[src/rtl/ifw_pkg.sv]
package ifw_pkg;
  typedef enum logic [1:0] {
    MODE_OFF = 2'b00,
    MODE_FM  = 2'b01,
    MODE_AM  = 2'b10,
    MODE_UPC = 2'b11
  } ifw_mode_e;

  // Control-to-datapath strobes
  typedef struct packed {
    logic active;   // measuring is allowed this cycle
    logic restart;  // begin a fresh gate, discard the current one
    logic gateEnd;  // last cycle of the current gate
  } ifw_strobe_t;
endpackage

[src/rtl/ifw_ctrl.sv]
module ifw_ctrl
  import ifw_pkg::*;
#(
  parameter int TIMER_W  = 14,
  parameter int SAMPLE_W = 3,
  parameter int CFG_W    = 13
) (
  input  logic                clk,
  input  logic                rstN,
  input  logic                enable,
  input  logic [1:0]          mode,
  input  logic [CFG_W-1:0]    cfgWord,
  input  logic [TIMER_W-1:0]  timerDiv,
  input  logic [SAMPLE_W-1:0] sampleCode,
  output ifw_strobe_t         strobes
);
  localparam int TICK_W = 2 ** SAMPLE_W;

  logic [TIMER_W-1:0]  preCnt;
  logic [TICK_W-1:0]   tickCnt;
  logic [TICK_W-1:0]   lastTick;
  logic [SAMPLE_W-1:0] gateShift;
  logic [CFG_W-1:0]    cfgQ;
  logic                activeQ;
  logic                isActive;
  logic                doRestart;
  logic                tickNow;

  assign isActive  = enable && (mode != MODE_OFF);
  assign doRestart = isActive && (!activeQ || (cfgWord != cfgQ));
  assign gateShift = ~sampleCode;
  assign lastTick  = (TICK_W'(1) << gateShift) - TICK_W'(1);
  assign tickNow   = (preCnt == timerDiv);

  assign strobes.active  = isActive;
  assign strobes.restart = doRestart;
  assign strobes.gateEnd = isActive && !doRestart && tickNow && (tickCnt == lastTick);

  always_ff @(posedge clk or negedge rstN) begin
    if (!rstN) begin
      preCnt  <= '0;
      tickCnt <= '0;
      cfgQ    <= '0;
      activeQ <= 1'b0;
    end else begin
      activeQ <= isActive;
      cfgQ    <= cfgWord;
      if (!isActive || doRestart) begin
        preCnt  <= '0;
        tickCnt <= '0;
      end else if (tickNow) begin
        preCnt  <= '0;
        tickCnt <= (tickCnt == lastTick) ? '0 : tickCnt + TICK_W'(1);
      end else begin
        preCnt <= preCnt + TIMER_W'(1);
      end
    end
  end

  // with a divider above zero, gate ends never fall on back-to-back cycles
  a_r6_single_strobe: assert property (@(posedge clk) disable iff (!rstN)
    (strobes.gateEnd && (timerDiv != '0)) |=> !strobes.gateEnd);
endmodule

[src/rtl/ifw_datapath.sv]
module ifw_datapath
  import ifw_pkg::*;
#(
  parameter int CNT_W    = 21,
  parameter int BASE_W   = 14,
  parameter int CF_W     = 5,
  parameter int SAMPLE_W = 3,
  parameter int FM_BASE  = 1696,
  parameter int AM_BASE  = 448,
  parameter int UPC_BASE = 10688
) (
  input  logic                clk,
  input  logic                rstN,
  input  logic                ifIn,
  input  logic [1:0]          mode,
  input  logic [CF_W-1:0]     centreCode,
  input  logic [SAMPLE_W-1:0] windowCode,
  input  logic [SAMPLE_W-1:0] sampleCode,
  input  ifw_strobe_t         strobes,
  output logic                searchStop,
  output logic                resValid
);
  localparam int RES_W = CNT_W + 1;  // one sign bit for overshoot
  localparam logic [SAMPLE_W-1:0] WIN_MIN = SAMPLE_W'(3);

  logic [2:0]          syncQ;
  logic                riseEdge;
  logic [BASE_W-1:0]   perTick;
  logic [SAMPLE_W-1:0] gateShift;
  logic [SAMPLE_W-1:0] winSel;
  logic [SAMPLE_W:0]   tolShift;
  logic [RES_W-1:0]    expected;
  logic [RES_W-1:0]    tolerance;
  logic [RES_W-1:0]    mainCnt;
  logic [RES_W-1:0]    residual;
  logic [RES_W-1:0]    magnitude;
  logic                accept;

  // Two synchroniser flops, third flop for edge detection
  always_ff @(posedge clk or negedge rstN) begin
    if (!rstN) syncQ <= '0;
    else       syncQ <= {syncQ[1:0], ifIn};
  end
  assign riseEdge = syncQ[1] && !syncQ[2];

  always_comb begin
    case (mode)
      MODE_FM:  perTick = BASE_W'(FM_BASE)  + BASE_W'(centreCode);
      MODE_AM:  perTick = BASE_W'(AM_BASE)  + BASE_W'(centreCode);
      MODE_UPC: perTick = BASE_W'(UPC_BASE) + BASE_W'(centreCode);
      default:  perTick = '0;
    endcase
  end

  assign gateShift = ~sampleCode;
  assign winSel    = (windowCode < WIN_MIN) ? '0 : windowCode - WIN_MIN;
  assign tolShift  = (SAMPLE_W+1)'(gateShift) + (SAMPLE_W+1)'(winSel);
  assign expected  = RES_W'(perTick) << gateShift;
  assign tolerance = RES_W'(1) << tolShift;
  assign residual  = mainCnt - RES_W'(riseEdge);
  assign magnitude = residual[RES_W-1] ? (~residual + RES_W'(1)) : residual;
  assign accept    = (magnitude <= tolerance);

  always_ff @(posedge clk or negedge rstN) begin
    if (!rstN) begin
      mainCnt    <= '0;
      searchStop <= 1'b0;
      resValid   <= 1'b0;
    end else begin
      resValid <= strobes.gateEnd;
      if (!strobes.active) begin
        searchStop <= 1'b0;
      end else if (strobes.gateEnd) begin
        searchStop <= accept;
      end
      if (strobes.restart || strobes.gateEnd) begin
        mainCnt <= expected;
      end else if (strobes.active && riseEdge) begin
        mainCnt <= mainCnt - RES_W'(1);
      end
    end
  end

  // idle cycles never yield a result and force the stop flag low
  a_r7_no_valid_idle: assert property (@(posedge clk) disable iff (!rstN)
    !strobes.active |=> !resValid);
  a_r7_stop_low_idle: assert property (@(posedge clk) disable iff (!rstN)
    !strobes.active |=> !searchStop);
  // the flag only moves together with a result strobe while active
  a_r6_stop_hold: assert property (@(posedge clk) disable iff (!rstN)
    (!resValid && $past(strobes.active)) |-> $stable(searchStop));
endmodule

[src/rtl/if_window_counter.sv]
module if_window_counter
  import ifw_pkg::*;
#(
  parameter int TIMER_W  = 14,
  parameter int CNT_W    = 21,
  parameter int CF_W     = 5,
  parameter int SAMPLE_W = 3
) (
  input  logic                clk,
  input  logic                rstN,
  input  logic                ifIn,
  input  logic                enable,
  input  logic [1:0]          mode,
  input  logic [CF_W-1:0]     centreCode,
  input  logic [SAMPLE_W-1:0] windowCode,
  input  logic [SAMPLE_W-1:0] sampleCode,
  input  logic [TIMER_W-1:0]  timerDiv,
  output logic                searchStop,
  output logic                resValid
);
  localparam int CFG_W = 2 + CF_W + 2 * SAMPLE_W;

  ifw_strobe_t      strobes;
  logic [CFG_W-1:0] cfgWord;

  assign cfgWord = {mode, centreCode, windowCode, sampleCode};

  ifw_ctrl #(
    .TIMER_W(TIMER_W), .SAMPLE_W(SAMPLE_W), .CFG_W(CFG_W)
  ) uCtrl (
    .clk(clk), .rstN(rstN), .enable(enable), .mode(mode),
    .cfgWord(cfgWord), .timerDiv(timerDiv), .sampleCode(sampleCode),
    .strobes(strobes)
  );

  ifw_datapath #(
    .CNT_W(CNT_W), .CF_W(CF_W), .SAMPLE_W(SAMPLE_W)
  ) uData (
    .clk(clk), .rstN(rstN), .ifIn(ifIn), .mode(mode),
    .centreCode(centreCode), .windowCode(windowCode),
    .sampleCode(sampleCode), .strobes(strobes),
    .searchStop(searchStop), .resValid(resValid)
  );
endmodule

[config.mk]
export PLATFORM = sky130hd
export DESIGN_NAME = if_window_counter
export DESIGN_NICKNAME = d
export VERILOG_FILES = /design/src/rtl/ifw_pkg.sv /design/src/rtl/ifw_ctrl.sv /design/src/rtl/ifw_datapath.sv /design/src/rtl/if_window_counter.sv
export SDC_FILE = /design/constraint.sdc
export NUM_CORES = 1
export LEC_CHECK = 0
export BUFFER_PORTS_ARGS = -buffer_cell sky130_fd_sc_hd__buf_2
export CAP_MARGIN = 30
export CORE_MARGIN = 2
export CORE_UTILIZATION = 40
export CTS_CLUSTER_SIZE = 12
export DETAILED_ROUTE_END_ITERATION = 8
export PLACE_DENSITY = 0.61
export SKIP_CTS_REPAIR_TIMING = 1
export SLEW_MARGIN = 10
export SYNTH_ARGS = -nofsm -noshare
export SYNTH_HDL_FRONTEND = slang
export SYNTH_SLANG_ARGS = --single-unit
[constraint.sdc]
create_clock -name clk -period 5.95 [get_ports clk]
set_clock_uncertainty 0.2 [all_clocks]
set_input_delay 0.595 -clock clk [delete_from_list [all_inputs] [get_ports clk]]
set_output_delay 0.595 -clock clk [all_outputs]
set_load 0.01 [all_outputs]
Yosys cells after proc, flatten, opt, wreduce, memory -nomap -nowiden
Cells that the tools add are included.

Magnitude comparators: 2. Bitwise gates (word level): 2. Multiplexer cells: 12. Equality and inequality tests: 7. Add/subtract/negate cells: 11. Shifts and indexed selects: 3. Reductions and logical operators: 17.

Operator list (count): 22-bit two-way mux (3); 14-bit one-hot mux with 3 select lines (1); 14-bit two-way mux (2); 8-bit two-way mux (3); 22-bit by 1-bit adder with 22-bit output, second input constant (1); 22-bit <= comparator (1); 22-bit inverter (1); 1-bit by 4-bit left shift with 22-bit output, first input constant (1); 14-bit by 3-bit left shift with 22-bit output (1); 22-bit by 1-bit subtractor with 22-bit output (1); 22-bit by 1-bit subtractor with 22-bit output, second input constant (1); 14-bit by 1-bit adder with 14-bit output, second input constant (1); 14-bit by 5-bit adder with 14-bit output, first input constant (1); 14-bit equality test (1); 13-bit != test (1); 11-bit by 5-bit adder with 12-bit output, first input constant (1); 9-bit by 5-bit adder with 10-bit output, first input constant (1); 8-bit by 1-bit adder with 8-bit output, second input constant (1); 8-bit equality test (1); 1-bit by 3-bit left shift with 8-bit output, first input constant (1); 8-bit by 2-bit subtractor with 8-bit output, second input constant (1); 1-bit logical AND (7); 2-bit nonzero test (3); 3-bit by 3-bit adder with 4-bit output (1); other kinds (10) (17).

Input bits: 31. Register bits: 63.

Longest topological paths before layout
Word-level depth: 9. Gate-level depth with buffers: 20. Gate-level depth less buffers: 19.

Hierarchy
Synthesis repeated with hierarchy kept, for this count alone.

Cells, all modules: 701. Area total of the unflattened synthesis: 5688.0 µm².

By module, submodules not included: ifw_datapath (seq. area each 675.6 µm², area each 3681.0 µm², times used 1, cells an instance 507); ifw_ctrl (seq. area each 900.9 µm², area each 2006.9 µm², times used 1, cells an instance 194).

Least setup slack after synthesis
OpenSTA, ideal clock, no wires.

Kind: reg-to-reg. Start: reg uData.syncQ[2]. End: reg uData.searchStop. Path buffers: 2. Setup time: 0.076 ns. Cell stages (with the launch flop): 19. Arrival: 3.836 ns. Clock period less this slack: 4.112 ns. Slack: 1.838 ns. Path through: dfrtp_1 nor2b_1 ha_1 or4b_1 buf_2 nor4_4 nand3_2 xnor2_1 buf_2 o21ai_0 xnor2_1 ha_1 a21o_1 a21o_1 a21oi_1 nor2_1 o21ai_0 nand4_1 o21ai_1.

Longest elaborated chain between the ends: 9.

Ends and longest elaborated chain: from (decl) (line ifw_datapath.sv:26) `logic [2:0] syncQ;`; from (signal assigned) (line ifw_datapath.sv:42) `else syncQ <= {syncQ[1:0], ifIn};`; 1-bit logical NOT (*) (line ifw_datapath.sv:44) `assign riseEdge = syncQ[1] && !syncQ[2];`; 1-bit logical AND (*) (line ifw_datapath.sv:44); 22-bit by 1-bit subtractor with 22-bit output (*) (line ifw_datapath.sv:60) `assign residual = mainCnt - RES_W'(riseEdge);`; 22-bit inverter (line ifw_datapath.sv:61) `assign magnitude = residual[RES_W-1] ? (~residual + RES_W'(1)) : residual;`; 22-bit by 1-bit adder with 22-bit output (line ifw_datapath.sv:61); 22-bit two-way mux (*) (line ifw_datapath.sv:61); 22-bit <= comparator (*) (line ifw_datapath.sv:62) `assign accept = (magnitude <= tolerance);`; 1-bit two-way mux (*) (line ifw_datapath.sv:73) `end else if (strobes.gateEnd) begin`; 1-bit two-way mux (*) (line ifw_datapath.sv:71) `if (!strobes.active) begin`; to (signal assigned) (line ifw_datapath.sv:74) `searchStop <= accept;`; to (decl) (line ifw_datapath.sv:20) `output logic searchStop,`.

Every way passes the cells marked *; elsewhere a longest branch is shown, timed or not. The select of a mux whose other input is x is not followed. A chain may end at the register's enable or synchronous reset.

Worst setup path after layout
Start: reg uData.syncQ[1]. End: reg uData.searchStop.

Longest elaborated chain between the ends: 8.

Ends and longest elaborated chain (line): 1-bit logical AND (*) (ifw_datapath.sv:44); 22-bit by 1-bit subtractor with 22-bit output (*) (ifw_datapath.sv:60); 22-bit inverter (ifw_datapath.sv:61); 22-bit by 1-bit adder with 22-bit output (ifw_datapath.sv:61); 22-bit two-way mux (*) (ifw_datapath.sv:61); 22-bit <= comparator (*) (ifw_datapath.sv:62); 1-bit two-way mux (*) (ifw_datapath.sv:73); 1-bit two-way mux (*) (ifw_datapath.sv:71).

Marks and branches as above.

==> metrics <==
status=finished clean; Rows=43; Hold WS=between 0.1 and 0.15 ns; Crit Path Max Fanout=12; Slew @ Worst Pin=between 0.8 and 0.9 ns; Logic pwr share=0.317; Slew headroom=0.4336; kind of critical path=reg -> reg; post-synthesis cell type count=slightly below 70; Post-synth EDFFs=0; CORE AREA=about 14000 µm²; #FFs+latches synth=63; leading post-synthesis cells by cell area=dfrtp_1 (28%), xnor2_1 (11%), ha_1 (6.2%); port bufs=32; Vias/cell=5.481; Critical Path End Type=flip-flop; Clk Latency, worst-skew pair=0.33 ns; Routed WL per cell=around 15 µm; largest net degree at the start of global routing=64; Die Area=between 15000 and 20000 µm²; Max Cap Violations=0; met3 Usage GRT=0.02835; Worst Hold Depth=0; HPWL after DPL=9835 µm; global route total overflow=0; net switching fraction of the power=0.3486; Tmin final=slightly above 5 ns; CP arrival=about 5.2 ns; Routability Congestion=approximately 0.9; setup TNS=0 ns; Power per Cell Area=232.9 nW/µm²; # nets final=around 750; share of cells above drive strength 1=0.1071; Fin. Hold Viols=0; vias in the first global route=between 4000 and 5000; GR met2 Demand/Resource=0.2854; fmax=approximately 0.19 GHz; first-pass detailed-route iteration total=5; P&R area growth vs syn=8.582%; Final period util=0.8669; final setup vio count=0; peak supply drop=0.1846 mV; register area share after synthesis=0.2801; post-synth top area share=0.2801; part of the power in registers=0.361; aggregate routed wire length=12870 µm; Non-Filler Instances=between 800 and 900; clk buf depth=2; fill cell count=~1400; P_sw=roughly 500 µW; via count=approximately 4800; Syn Area/Cell=between 8 and 9 µm²; r2r worst-path depth=16; global routing usage on met1=0.2581; Syn. warnings=0; DR iter-0 viols=around 260; IO Count=33; initial antenna violation count=0; Yosys top cell by area=dfrtp_1; post-route ant nets=0; unrepaired setup endpoints after global routing=no; global-route wire length before repair=21790 µm; CTS Buf Count=9; Req. time, crit path=approximately 6 ns; n_diodes=0; Pint=~930 µW; gr busiest metal=met2; commonest non-fill, non-tap cell in the layout=xnor2_1; starting density of the core=0.4070; Setup crit start kind=flip-flop; clock root buffer=clkbuf_16; Post-synth ARST share=1.000; Cells after DPL=between 800 and 900; Vert. Die Dim=122.6 µm; Worst Hold Class=reg -> reg; clock group share of total power=0.321; Overall Global Routing Usage=0.1815; Leak=2.496 nW; Clock H-tree levels=3; post-synthesis cell count=approximately 680; Synthesized Nets=742; CTS tree=built; commonest cells after routing, fill and taps aside=xnor2_1 (69), nor2_1 (65), dfrtp_1 (63), nand2_1 (60), o21ai_0 (33); Die W=between 100 and 150 µm; Reg clk slew, reported paths=~0.050 ns; Num Clock Sinks=63; final slew viol count=0; post-synthesis cell area=approximately 5600 µm²; # DRC=0; Synth Flop Type=dfrtp_1
-- kinds of logic (layout without fill, tap and decap cells) --
kind of cell	after synthesis	in the layout	share of synthesized area
AND/OR/NAND/NOR	278	278	0.2626
flip-flops	63	63	0.2801
multiplexers	29	29	0.05425
AO/OA/AOI/OAI	118	118	0.1305
adder cells (fa/ha/maj)	29	29	0.06581
XOR/XNOR	100	100	0.1590
buffers and inverters	65	74	0.04780
-- per-stage QoR --
step	cell area (µm²)	power [mW]	setup slack (ns)	utilization
after floorplan	5628	0.8656	1.838	-
after global placement	5853	0.9566	1.032	0.4233
after detailed placement	5853	0.9688	0.7906	0.4233
after CTS	6111	1.434	0.7677	0.4420
after global routing	6111	1.516	0.2878	0.4420
final	6111	1.423	0.7917	0.4420
-- flip-flops by register name (all words and copies together) (netlist names) --
name              count
uCtrl.preCnt         14
uCtrl.tickCnt         8
uCtrl.activeQ         1
uData.syncQ           3
uData.mainCnt        22
uCtrl.cfgQ           13
uData.resValid        1
uData.searchStop      1
-- path summary, 6_finish.rpt --
check	slack, ns	from	end
setup / recovery	0.79	uData.syncQ[1]	uData.searchStop
hold / removal	0.15	uData.syncQ[0]	uData.syncQ[1]
setup reg to reg	0.79	uData.syncQ[1]	uData.searchStop
hold reg to reg	0.15	uData.syncQ[0]	uData.syncQ[1]
max in group asynchronous	4.80	rstN	uData.mainCnt[6]
min in group asynchronous	0.23	rstN	uCtrl.preCnt[13]
-- final cells by class --
class	instances	area (µm²)	area share
clock buffer	11	232.7	0.03808
clock inverter	5	25.02	0.004095
inverter	24	90.09	0.01474
multi-input combinational	554	3786	0.6196
sequential	63	1577	0.2580
tap	180	225.2	0.03686
timing repair buffer	34	175.2	0.02867
-- cell usage after synthesis (9+ instances only) --
| cell | n |
|---|---|
| xnor2_1 | 69 |
| nor3_1 | 17 |
| nand4_1 | 17 |
| inv_1 | 22 |
| o21ai_0 | 33 |
| nor4_1 | 11 |
| a21oi_1 | 30 |
| a21o_1 | 9 |
| mux2i_1 | 20 |
| dfrtp_1 | 63 |
| nor2_1 | 65 |
| xor2_1 | 30 |
| a31oi_1 | 9 |
| and2_1 | 9 |
| nand2_1 | 60 |
| nor2b_1 | 12 |
| ha_1 | 28 |
| nand3_1 | 26 |
| clkbuf_1 | 27 |
| and3_1 | 11 |
-- routing by layer --
metal / vias to the layer above / part of all wire
met5: - / 0
met4: 0 / 0.011
met3: 11 / 0.039
met2: 76 / 0.46
met1: 2262 / 0.49
li1: 2425 / -
-- critical path, cell delays in order (launching register included) --
cell and delay, ns:
dfrtp_1 0.33, nor2b_1 0.34, ha_1 0.29, or4b_1 0.65, nor4_4 0.51, nand3_2 0.22, xnor2_1 0.72, o21ai_0 0.26
xnor2_1 0.28, ha_1 0.28, a21o_1 0.18, a21o_1 0.17, a21oi_1 0.14, nor2_1 0.05, o21ai_0 0.22, nand4_1 0.12
o21ai_1 0.14
-- power by group through the flow --
stage	sequential, mW	combinational, mW	clock (mW)
2_1_floorplan	0.477	0.388	0
3_3_place_gp	0.519	0.437	0
3_5_place_dp	0.520	0.449	0
4_1_cts	0.513	0.453	0.468
5_1_grt	0.521	0.507	0.489
6_report	0.514	0.452	0.457
No activity file was read; power rests on OpenSTA's default activity.
